--- src/rtl/spi_enc_pkg.sv ---
package spi_enc_pkg;

  // Word sequencing phases: idle, half-period lead-in, clock high, clock low
  typedef enum logic [1:0] {
    ST_IDLE = 2'd0,
    ST_LEAD = 2'd1,
    ST_HIGH = 2'd2,
    ST_LOW  = 2'd3
  } spi_phase_e;

endpackage

--- src/rtl/spi_enc_div.sv ---
module spi_enc_div #(
  parameter int HALF_DIV = 3
) (
  input  logic clk,
  input  logic rst_n,
  input  logic run_i,
  input  logic hold_i,
  output logic tick_o
);

  localparam int CNT_W = (HALF_DIV > 2) ? $clog2(HALF_DIV) : 1;
  localparam logic [CNT_W-1:0] LAST_CNT = CNT_W'(HALF_DIV - 1);

  logic [CNT_W-1:0] cnt_q;
  logic [CNT_W-1:0] cnt_d;
  logic             at_end;

  assign at_end = (cnt_q == LAST_CNT);

  always_comb begin
    cnt_d = cnt_q;
    if (!run_i) begin
      cnt_d = '0;
    end else if (!hold_i) begin
      cnt_d = at_end ? '0 : cnt_q + 1'b1;
    end
  end

  always_ff @(posedge clk or negedge rst_n) begin
    if (!rst_n) begin
      cnt_q <= '0;
    end else begin
      cnt_q <= cnt_d;
    end
  end

  assign tick_o = run_i & ~hold_i & at_end;

endmodule

--- src/rtl/spi_enc_shreg.sv ---
module spi_enc_shreg #(
  parameter int WORD_W = 8
) (
  input  logic              clk,
  input  logic              rst_n,
  input  logic              load_i,
  input  logic [WORD_W-1:0] load_word_i,
  input  logic              rise_i,
  input  logic              fall_i,
  input  logic              miso_i,
  output logic              mosi_o,
  output logic [WORD_W-1:0] word_o,
  output logic              last_bit_o
);

  localparam int BIT_W = (WORD_W > 2) ? $clog2(WORD_W) : 1;
  localparam logic [BIT_W-1:0] LAST_BIT = BIT_W'(WORD_W - 1);

  logic [WORD_W-1:0] sh_q, sh_d;
  logic [BIT_W-1:0]  bit_q, bit_d;
  logic              mosi_q, mosi_d;

  assign last_bit_o = (bit_q == LAST_BIT);

  always_comb begin
    sh_d   = sh_q;
    bit_d  = bit_q;
    mosi_d = mosi_q;
    if (load_i) begin
      sh_d  = load_word_i;
      bit_d = '0;
    end else if (rise_i) begin
      mosi_d = sh_q[WORD_W-1];
      sh_d   = {sh_q[WORD_W-2:0], 1'b0};
    end else if (fall_i) begin
      sh_d[0] = miso_i;
      if (last_bit_o) begin
        bit_d  = '0;
        mosi_d = 1'b0;
      end else begin
        bit_d = bit_q + 1'b1;
      end
    end
  end

  always_ff @(posedge clk or negedge rst_n) begin
    if (!rst_n) begin
      sh_q   <= '0;
      bit_q  <= '0;
      mosi_q <= 1'b0;
    end else begin
      sh_q   <= sh_d;
      bit_q  <= bit_d;
      mosi_q <= mosi_d;
    end
  end

  assign mosi_o = mosi_q;
  assign word_o = sh_q;

endmodule

--- src/rtl/spi_enc_fsm.sv ---
module spi_enc_fsm
  import spi_enc_pkg::*;
(
  input  logic clk,
  input  logic rst_n,
  input  logic start_i,
  input  logic tick_i,
  input  logic last_bit_i,
  output logic accept_o,
  output logic rise_o,
  output logic fall_o,
  output logic sclk_o,
  output logic busy_o,
  output logic done_o
);

  spi_phase_e st_q, st_d;
  logic       done_q, done_d;

  assign accept_o = (st_q == ST_IDLE) & start_i;
  assign rise_o   = tick_i & ((st_q == ST_LEAD) | (st_q == ST_LOW));
  assign fall_o   = tick_i & (st_q == ST_HIGH);

  always_comb begin
    st_d   = st_q;
    done_d = 1'b0;
    unique case (st_q)
      ST_IDLE: if (start_i) st_d = ST_LEAD;
      ST_LEAD: if (tick_i)  st_d = ST_HIGH;
      ST_HIGH: begin
        if (tick_i) begin
          if (last_bit_i) begin
            st_d   = ST_IDLE;
            done_d = 1'b1;
          end else begin
            st_d = ST_LOW;
          end
        end
      end
      ST_LOW:  if (tick_i)  st_d = ST_HIGH;
      default: st_d = ST_IDLE;
    endcase
  end

  always_ff @(posedge clk or negedge rst_n) begin
    if (!rst_n) begin
      st_q   <= ST_IDLE;
      done_q <= 1'b0;
    end else begin
      st_q   <= st_d;
      done_q <= done_d;
    end
  end

  assign sclk_o = (st_q == ST_HIGH);
  assign busy_o = (st_q != ST_IDLE);
  assign done_o = done_q;

endmodule

--- src/rtl/spi_enc_master.sv ---
module spi_enc_master #(
  parameter int WORD_W   = 8,
  parameter int SEL_W    = 4,
  parameter int HALF_DIV = 3
) (
  input  logic              clk,
  input  logic              rst_n,
  input  logic              start_i,
  input  logic [SEL_W-1:0]  dev_num_i,
  input  logic [WORD_W-1:0] tx_word_i,
  input  logic              pause_i,
  input  logic              miso_i,
  output logic              sclk_o,
  output logic              mosi_o,
  output logic              frame_n_o,
  output logic [SEL_W-1:0]  sel_code_o,
  output logic [WORD_W-1:0] rx_word_o,
  output logic              done_o,
  output logic              busy_o
);

  logic accept, rise, fall, tick, last_bit, busy;
  logic [SEL_W-1:0] sel_q, sel_d;

  spi_enc_fsm u_fsm (
    .clk        (clk),
    .rst_n      (rst_n),
    .start_i    (start_i),
    .tick_i     (tick),
    .last_bit_i (last_bit),
    .accept_o   (accept),
    .rise_o     (rise),
    .fall_o     (fall),
    .sclk_o     (sclk_o),
    .busy_o     (busy),
    .done_o     (done_o)
  );

  spi_enc_div #(.HALF_DIV(HALF_DIV)) u_div (
    .clk    (clk),
    .rst_n  (rst_n),
    .run_i  (busy),
    .hold_i (pause_i),
    .tick_o (tick)
  );

  spi_enc_shreg #(.WORD_W(WORD_W)) u_shreg (
    .clk         (clk),
    .rst_n       (rst_n),
    .load_i      (accept),
    .load_word_i (tx_word_i),
    .rise_i      (rise),
    .fall_i      (fall),
    .miso_i      (miso_i),
    .mosi_o      (mosi_o),
    .word_o      (rx_word_o),
    .last_bit_o  (last_bit)
  );

  always_comb begin
    sel_d = sel_q;
    if (accept) sel_d = dev_num_i;
  end

  always_ff @(posedge clk or negedge rst_n) begin
    if (!rst_n) begin
      sel_q <= '0;
    end else begin
      sel_q <= sel_d;
    end
  end

  assign sel_code_o = sel_q;
  assign frame_n_o  = ~busy;
  assign busy_o     = busy;

endmodule

--- config.mk ---
export PLATFORM = sky130hd
export DESIGN_NAME = spi_enc_master
export DESIGN_NICKNAME = d
export VERILOG_FILES = /design/src/rtl/spi_enc_pkg.sv /design/src/rtl/spi_enc_div.sv /design/src/rtl/spi_enc_shreg.sv /design/src/rtl/spi_enc_fsm.sv /design/src/rtl/spi_enc_master.sv
export SDC_FILE = /design/constraint.sdc
export NUM_CORES = 1
export LEC_CHECK = 0
export BUFFER_PORTS_ARGS = -buffer_cell sky130_fd_sc_hd__buf_2
export CAP_MARGIN = 10
export CORE_MARGIN = 1
export CORE_UTILIZATION = 47
export CTS_CLUSTER_DIAMETER = 150
export CTS_CLUSTER_SIZE = 30
export DETAILED_ROUTE_END_ITERATION = 7
export MAX_ROUTING_LAYER = met4
export PLACE_DENSITY_LB_ADDON = 0.05
export SLEW_MARGIN = 10
export SYNTH_ARGS = -nofsm -noshare
export SYNTH_HDL_FRONTEND = slang
export SYNTH_SLANG_ARGS = --single-unit
--- constraint.sdc ---
create_clock -name clk -period 1.86 [get_ports clk]
set_clock_uncertainty 0.1 [all_clocks]
set_input_delay 0.279 -clock clk [delete_from_list [all_inputs] [get_ports clk]]
set_output_delay 0.279 -clock clk [all_outputs]
set_load 0.03 [all_outputs]
Word-level counts from Yosys, hierarchy flattened
Index checks and enable logic that the tools add are counted.

Register bits after elaboration: 21. Bits of input ports: 17.

Add/sub/neg operators: 2. Eq/ne operators: 10. Multiplexer cells: 22. Bitwise gates (word level): 9. Reductions and logical operators: 11.

Operators with widths (number): 2-bit 2-to-1 mux (7); 3-bit 2-to-1 mux (4); 2-bit nonzero test (5); 1-bit 2-to-1 mux (8); 8-bit 2-to-1 mux (1); 7-bit 2-to-1 mux (1); 2-bit == test, second input constant (3); 2-bit inequality test, second input constant (3); 2-bit one-hot mux with 3 select lines (1); 3-bit AND reduction (2); 1-bit AND (5); 2-bit by 1-bit inequality test with 1-bit output, second input constant (2); 3-bit by 1-bit adder with 3-bit output, second input constant (1); 3-bit == test, second input constant (1); 1-bit inverter (3); 3-bit nonzero test (1); 2-bit by 1-bit adder with 2-bit output, second input constant (1); 2-bit by 1-bit == test with 1-bit output, second input constant (1); 2-bit logical NOT (1); 2-bit AND reduction (1); 2-bit OR reduction (1); 1-bit OR (1).

Longest topological paths before layout
Word-level depth: 7. Mapped depth: 4. Depth with buffers taken out: 4.

By module
Synthesis repeated with hierarchy kept, for this count alone.

Cell total of the unflattened synthesis: 87. Area total of the unflattened synthesis: 975.9 um^2.

Modules (own cells, without submodules): spi_enc_shreg (times used 1, cells an instance 53, area an instance 576.8 um^2, sequential area each 300.3 um^2); spi_enc_fsm (times used 1, cells an instance 16, area an instance 152.6 um^2, sequential area each 75.1 um^2); spi_enc_master (times used 1, cells an instance 9, area an instance 148.9 um^2, sequential area each 100.1 um^2); spi_enc_div (times used 1, cells an instance 9, area an instance 97.6 um^2, sequential area each 50.0 um^2).

Least setup slack after synthesis
No wires, ideal clock.

Kind: register to register. Start point: register u_fsm.st_q[0]. End point: register sel_q[0] (netlist: sel_code_o[0]). Library setup time: 0.125 ns. Arrival: 1.390 ns. Data required time: 1.635 ns. Path slack: 0.245 ns. Cell stages (with the launch flop): 4. Period minus slack after synthesis: 1.615 ns. Cells stage by stage: dfrtp_1 -> nor3b_2 -> buf_2 -> mux2_2.

Longest elaborated chain between the ends: 2.

Ends and longest elaborated chain: from (decl) (line spi_enc_fsm.sv:17) `spi_phase_e st_q, st_d;`; from (signal assigned) (line spi_enc_fsm.sv:50) `st_q <= st_d;`; 2-bit logical NOT (line spi_enc_fsm.sv:20) `assign accept_o = (st_q == ST_IDLE) & start_i;`; 1-bit AND (line spi_enc_fsm.sv:20); to (signal assigned) (line spi_enc_master.sv:69) `sel_q <= sel_d;`; to (decl) (line spi_enc_master.sv:23) `logic [SEL_W-1:0] sel_q, sel_d;`.

No other way between the ends. A chain may end at the register's enable or synchronous reset.

Worst setup path in the final report
Start point: register u_fsm.st_q[0]. End point: register sel_q[3] (netlist: sel_code_o[3]).

Same word-level chain as after synthesis.

==> summary.md <==
| Metric | Value |
|---|---|
| # setup viols final | `0` |
| Fin. max-slew vios | `0` |
| Synth Area in Adders | `under 10%` |
| Status | `finished clean` |
| DP HPWL | `between 1 and 1.5 mm` |
| Worst Tran Pin Value | `469 ps` |
| Synth top area share | `54.8%` |
| WP data required | `1950 ps` |
| Final-report hold violation count | `0` |
| Synth cell count leaders | `dfrtp_1, a21oi_1, a21o_1, a22o_1, o21ai_0` |
| Post-route DRC | `0` |
| Slowest-stage cell, CP | `dfrtp_2` |
| FMAX | `between 500 and 600 MHz` |
| Top Ports | `34` |
| Worst path cell trace | `buf_4 > nor3b_2 > buf_4 > mux2_2` |
| Post-layout util | `67.1%` |
| Hold WC Path Type | `primary input to flop` |
| WS Path Type | `flop to flop` |
| Via density | `around 5.3` |
| Pin count of the biggest net entering global routing | `22` |
| Post-Synth Simple-Gate Area | `between 10 and 15%` |
| CTS Sinks | `21` |
| Sequential-to-total area share from yosys stat | `approximately 55%` |
| Top Usage Layer GRT | `met2` |
| Startpoint types | `flop` |
| Initial antenna violation count | `0` |
| Post-layout min period | `between 1500 and 2000 ps` |
| Async set-or-reset flop fraction in the synthesized netlist | `100%` |
| Cell family with most CP delay | `flip-flops` |
| H-tree level count | `1` |
| Sequential Power Share | `a little under half` |
| All-Layer GR Usage | `a little over a fifth` |
| RSZ-0062 raised after global routing | `false` |
| Maximum vdd drop | `between 0.7 and 0.8 mV` |
| CTS tree | `yes` |
| Worst skew pair latency | `300 ps` |
| Die Wd | `~47 um` |
| Post-synthesis xor/xnor area fraction | `0%` |
| Synth Area in Compound Gates | `about 20%` |
| Critical path fanouts, max | `8` |
| CP peak stage delay | `approximately 460 ps` |
| Core area | `around 1800 um^2` |
| Pint | `930 uW` |
| Area delta synth->final | `27.5%` |
| Power per cell area | `1280 nW/um^2` |
| Chip Height | `47.2 um` |
| Critical Path Most Common Cell | `buf_4` |
| Final period util | `94.8%` |
| Share of layout cells above drive strength 1 | `a little over two fifths` |
| Port-buffer cells | `33` |
| Post-synth EDFFs | `0` |
| Syn Nets | `slightly above 100` |
| Net switching power | `about 640 uW` |
| Yosys top cell by area | `dfrtp_1` |
| GRT met2 Usage | `roughly 34%` |
| Die area | `~2200 um^2` |
| Post-Syn Instances | `82` |
| Stages on the worst setup path | `4` |
| Arr. time, crit path | `roughly 1900 ps` |
| CTS Buf Count | `3` |
| # nets final | `roughly 140` |
| Mux contribution to synthesized area | `~5.7%` |
| Ys Warns | `0` |
| R2R depth | `4` |
| M3 GR Usage | `roughly 3.5%` |
| Total grt overflow | `0` |
| Site row count | `15` |
| Final wirelength | `2.00 mm` |
| Antenna viol nets, final | `0` |
| CTS max path bufs | `2` |
| Diodes inserted | `0` |
| Clk pwr share | `about 14%` |
| Gpl congestion | `around 0.8` |
| Buf/Inv on CP | `2` |
| Maxcap violations | `0` |
| Post-synth cell types | `28` |
| Logic pwr share | `about 41%` |
| Post-DR wirelength/cell | `between 10 and 15 um` |
| Leakage power total | `between 0.6 and 0.7 nW` |
| Mapped cell area | `958 um^2` |
| Synth top area cells | `dfrtp_1, a22o_1, a21o_1, mux2_2, a21oi_1` |
| DR vias | `about 790` |
| Largest family of logic cells by synthesized area | `compound AO/OA/AOI/OAI gates` |
| 1st-pass router iterations | `4` |
| Crit. End Element | `flop` |
| Starting DRT DRC Count | `10` |
| Slew HR | `roughly two thirds` |
| GRT met1 Usage | `roughly 28%` |
| Root buffer cell | `clkbuf_4` |
| First-pass GRT wire length | `approximately 3.2 mm` |
| Cell with the most instances after synthesis | `dfrtp_1` |
| Syn avg cell area | `about 12 um^2` |
| Vias in the first global route | `between 700 and 800` |
| Hold path cells | `3` |
| Setup tns final | `0 ps` |
| Sw Share | `about two fifths` |
| Register bit count reported by yosys | `21` |
| Worst-path clk slew | `approximately 120 ps` |
| Main synth FF type | `dfrtp_1` |
| Starting Density | `52.6%` |
[final cells by class]
cell class	instances	area, um^2
clock buffers	4	26.3
multi-input cells	56	412
repair buffers	39	215
flip-flops and latches	21	527
fillers	147	598
well taps	25	31.3
inverters	3	11.3
[cells by family (layout without fill, tap and decap cells)]
| kind of cell | count (synthesis) | count (layout) |
|---|---|---|
| compound gates | 29 | 29 |
| flops | 21 | 21 |
| simple gates | 20 | 20 |
| mux | 5 | 5 |
| buf+inv | 5 | 46 |
| fa+ha+maj | 2 | 2 |
[power groups by stage]
stage	logic (mW)	clock network (mW)	registers, mW
4_1_cts	0.606	0.227	0.715
3_5_place_dp	0.602	0	0.724
2_1_floorplan	0.264	0	0.866
3_3_place_gp	0.594	0	0.717
6_report	0.636	0.220	0.713
5_1_grt	0.685	0.243	0.740
[layout by cell type, fill, tap and decap left out, drive strengths merged, types with 2 or more instances in the layout]
master | Yosys | routed
nor3b | 2 | 2
buf | 2 | 38
o21ai | 5 | 5
nand2 | 3 | 3
inv | 3 | 3
mux2 | 4 | 4
ha | 2 | 2
a21oi | 9 | 9
nor2 | 3 | 3
a21o | 6 | 6
dfrtp | 21 | 21
a22o | 6 | 6
clkbuf | 0 | 4
or2 | 2 | 2
[sequential cells by signal, indices dropped and copies added, names as in the netlist]
register	count
u_fsm.done_o	1
u_shreg.word_o	8
u_shreg.mosi_o	1
sel_code_o	4
u_fsm.st_q	2
u_shreg.bit_q	3
u_div.cnt_q	2
[final timing paths]
kind                                                 end  slack (ps)                          start
setup / recovery               sel_code_o[3]$_DFFE_PN0P_         100      u_fsm.st_q[0]$_DFFE_PN0P_
hold / removal             u_shreg.word_o[7]$_DFFE_PN0P_          80                   tx_word_i[7]
setup reg to reg               sel_code_o[3]$_DFFE_PN0P_         100      u_fsm.st_q[0]$_DFFE_PN0P_
hold reg to reg            u_shreg.word_o[5]$_DFFE_PN0P_         410  u_shreg.word_o[5]$_DFFE_PN0P_
max in group asynchronous      u_fsm.st_q[0]$_DFFE_PN0P_         960                          rst_n
min in group asynchronous     u_div.cnt_q[0]$_DFFE_PN0P_         350                          rst_n
[metrics by stage]
step / total power [mW] / cell area [um^2] / std cells / hold slack (ps) / setup WS (ps)
2_1_floorplan: 1.13 / 958 / 82 / -117 / 245
3_3_place_gp: 1.31 / 1170 / 141 / 165 / 233
3_5_place_dp: 1.33 / 1170 / 141 / 166 / 197
4_1_cts: 1.55 / 1200 / 146 / 72.2 / 52.9
5_1_grt: 1.67 / 1220 / 148 / 73.0 / 26.8
6_report: 1.57 / 1220 / 148 / 77.6 / 97.3
[what timing repair did]
item,CTS,global route
hold endpoints to repair,21,0
hold buffers,1,0
endpoints found under the setup margin,0,2
resized for setup,0,3
buffers inserted,0,2
[metal layers]
| layer | wire (um) | up-vias |
|---|---|---|
| met5 | 0 | - |
| met4 | 37 | 0 |
| met3 | 69 | 4 |
| met2 | 945 | 22 |
| met1 | 948 | 376 |
| li1 | - | 385 |
[tightest hold or removal path, cell delays in order]
cell and delay [ps]:
buf_2 70, nand2_1 30, o21ai_0 60
No activity file was read; power rests on OpenSTA's default activity.
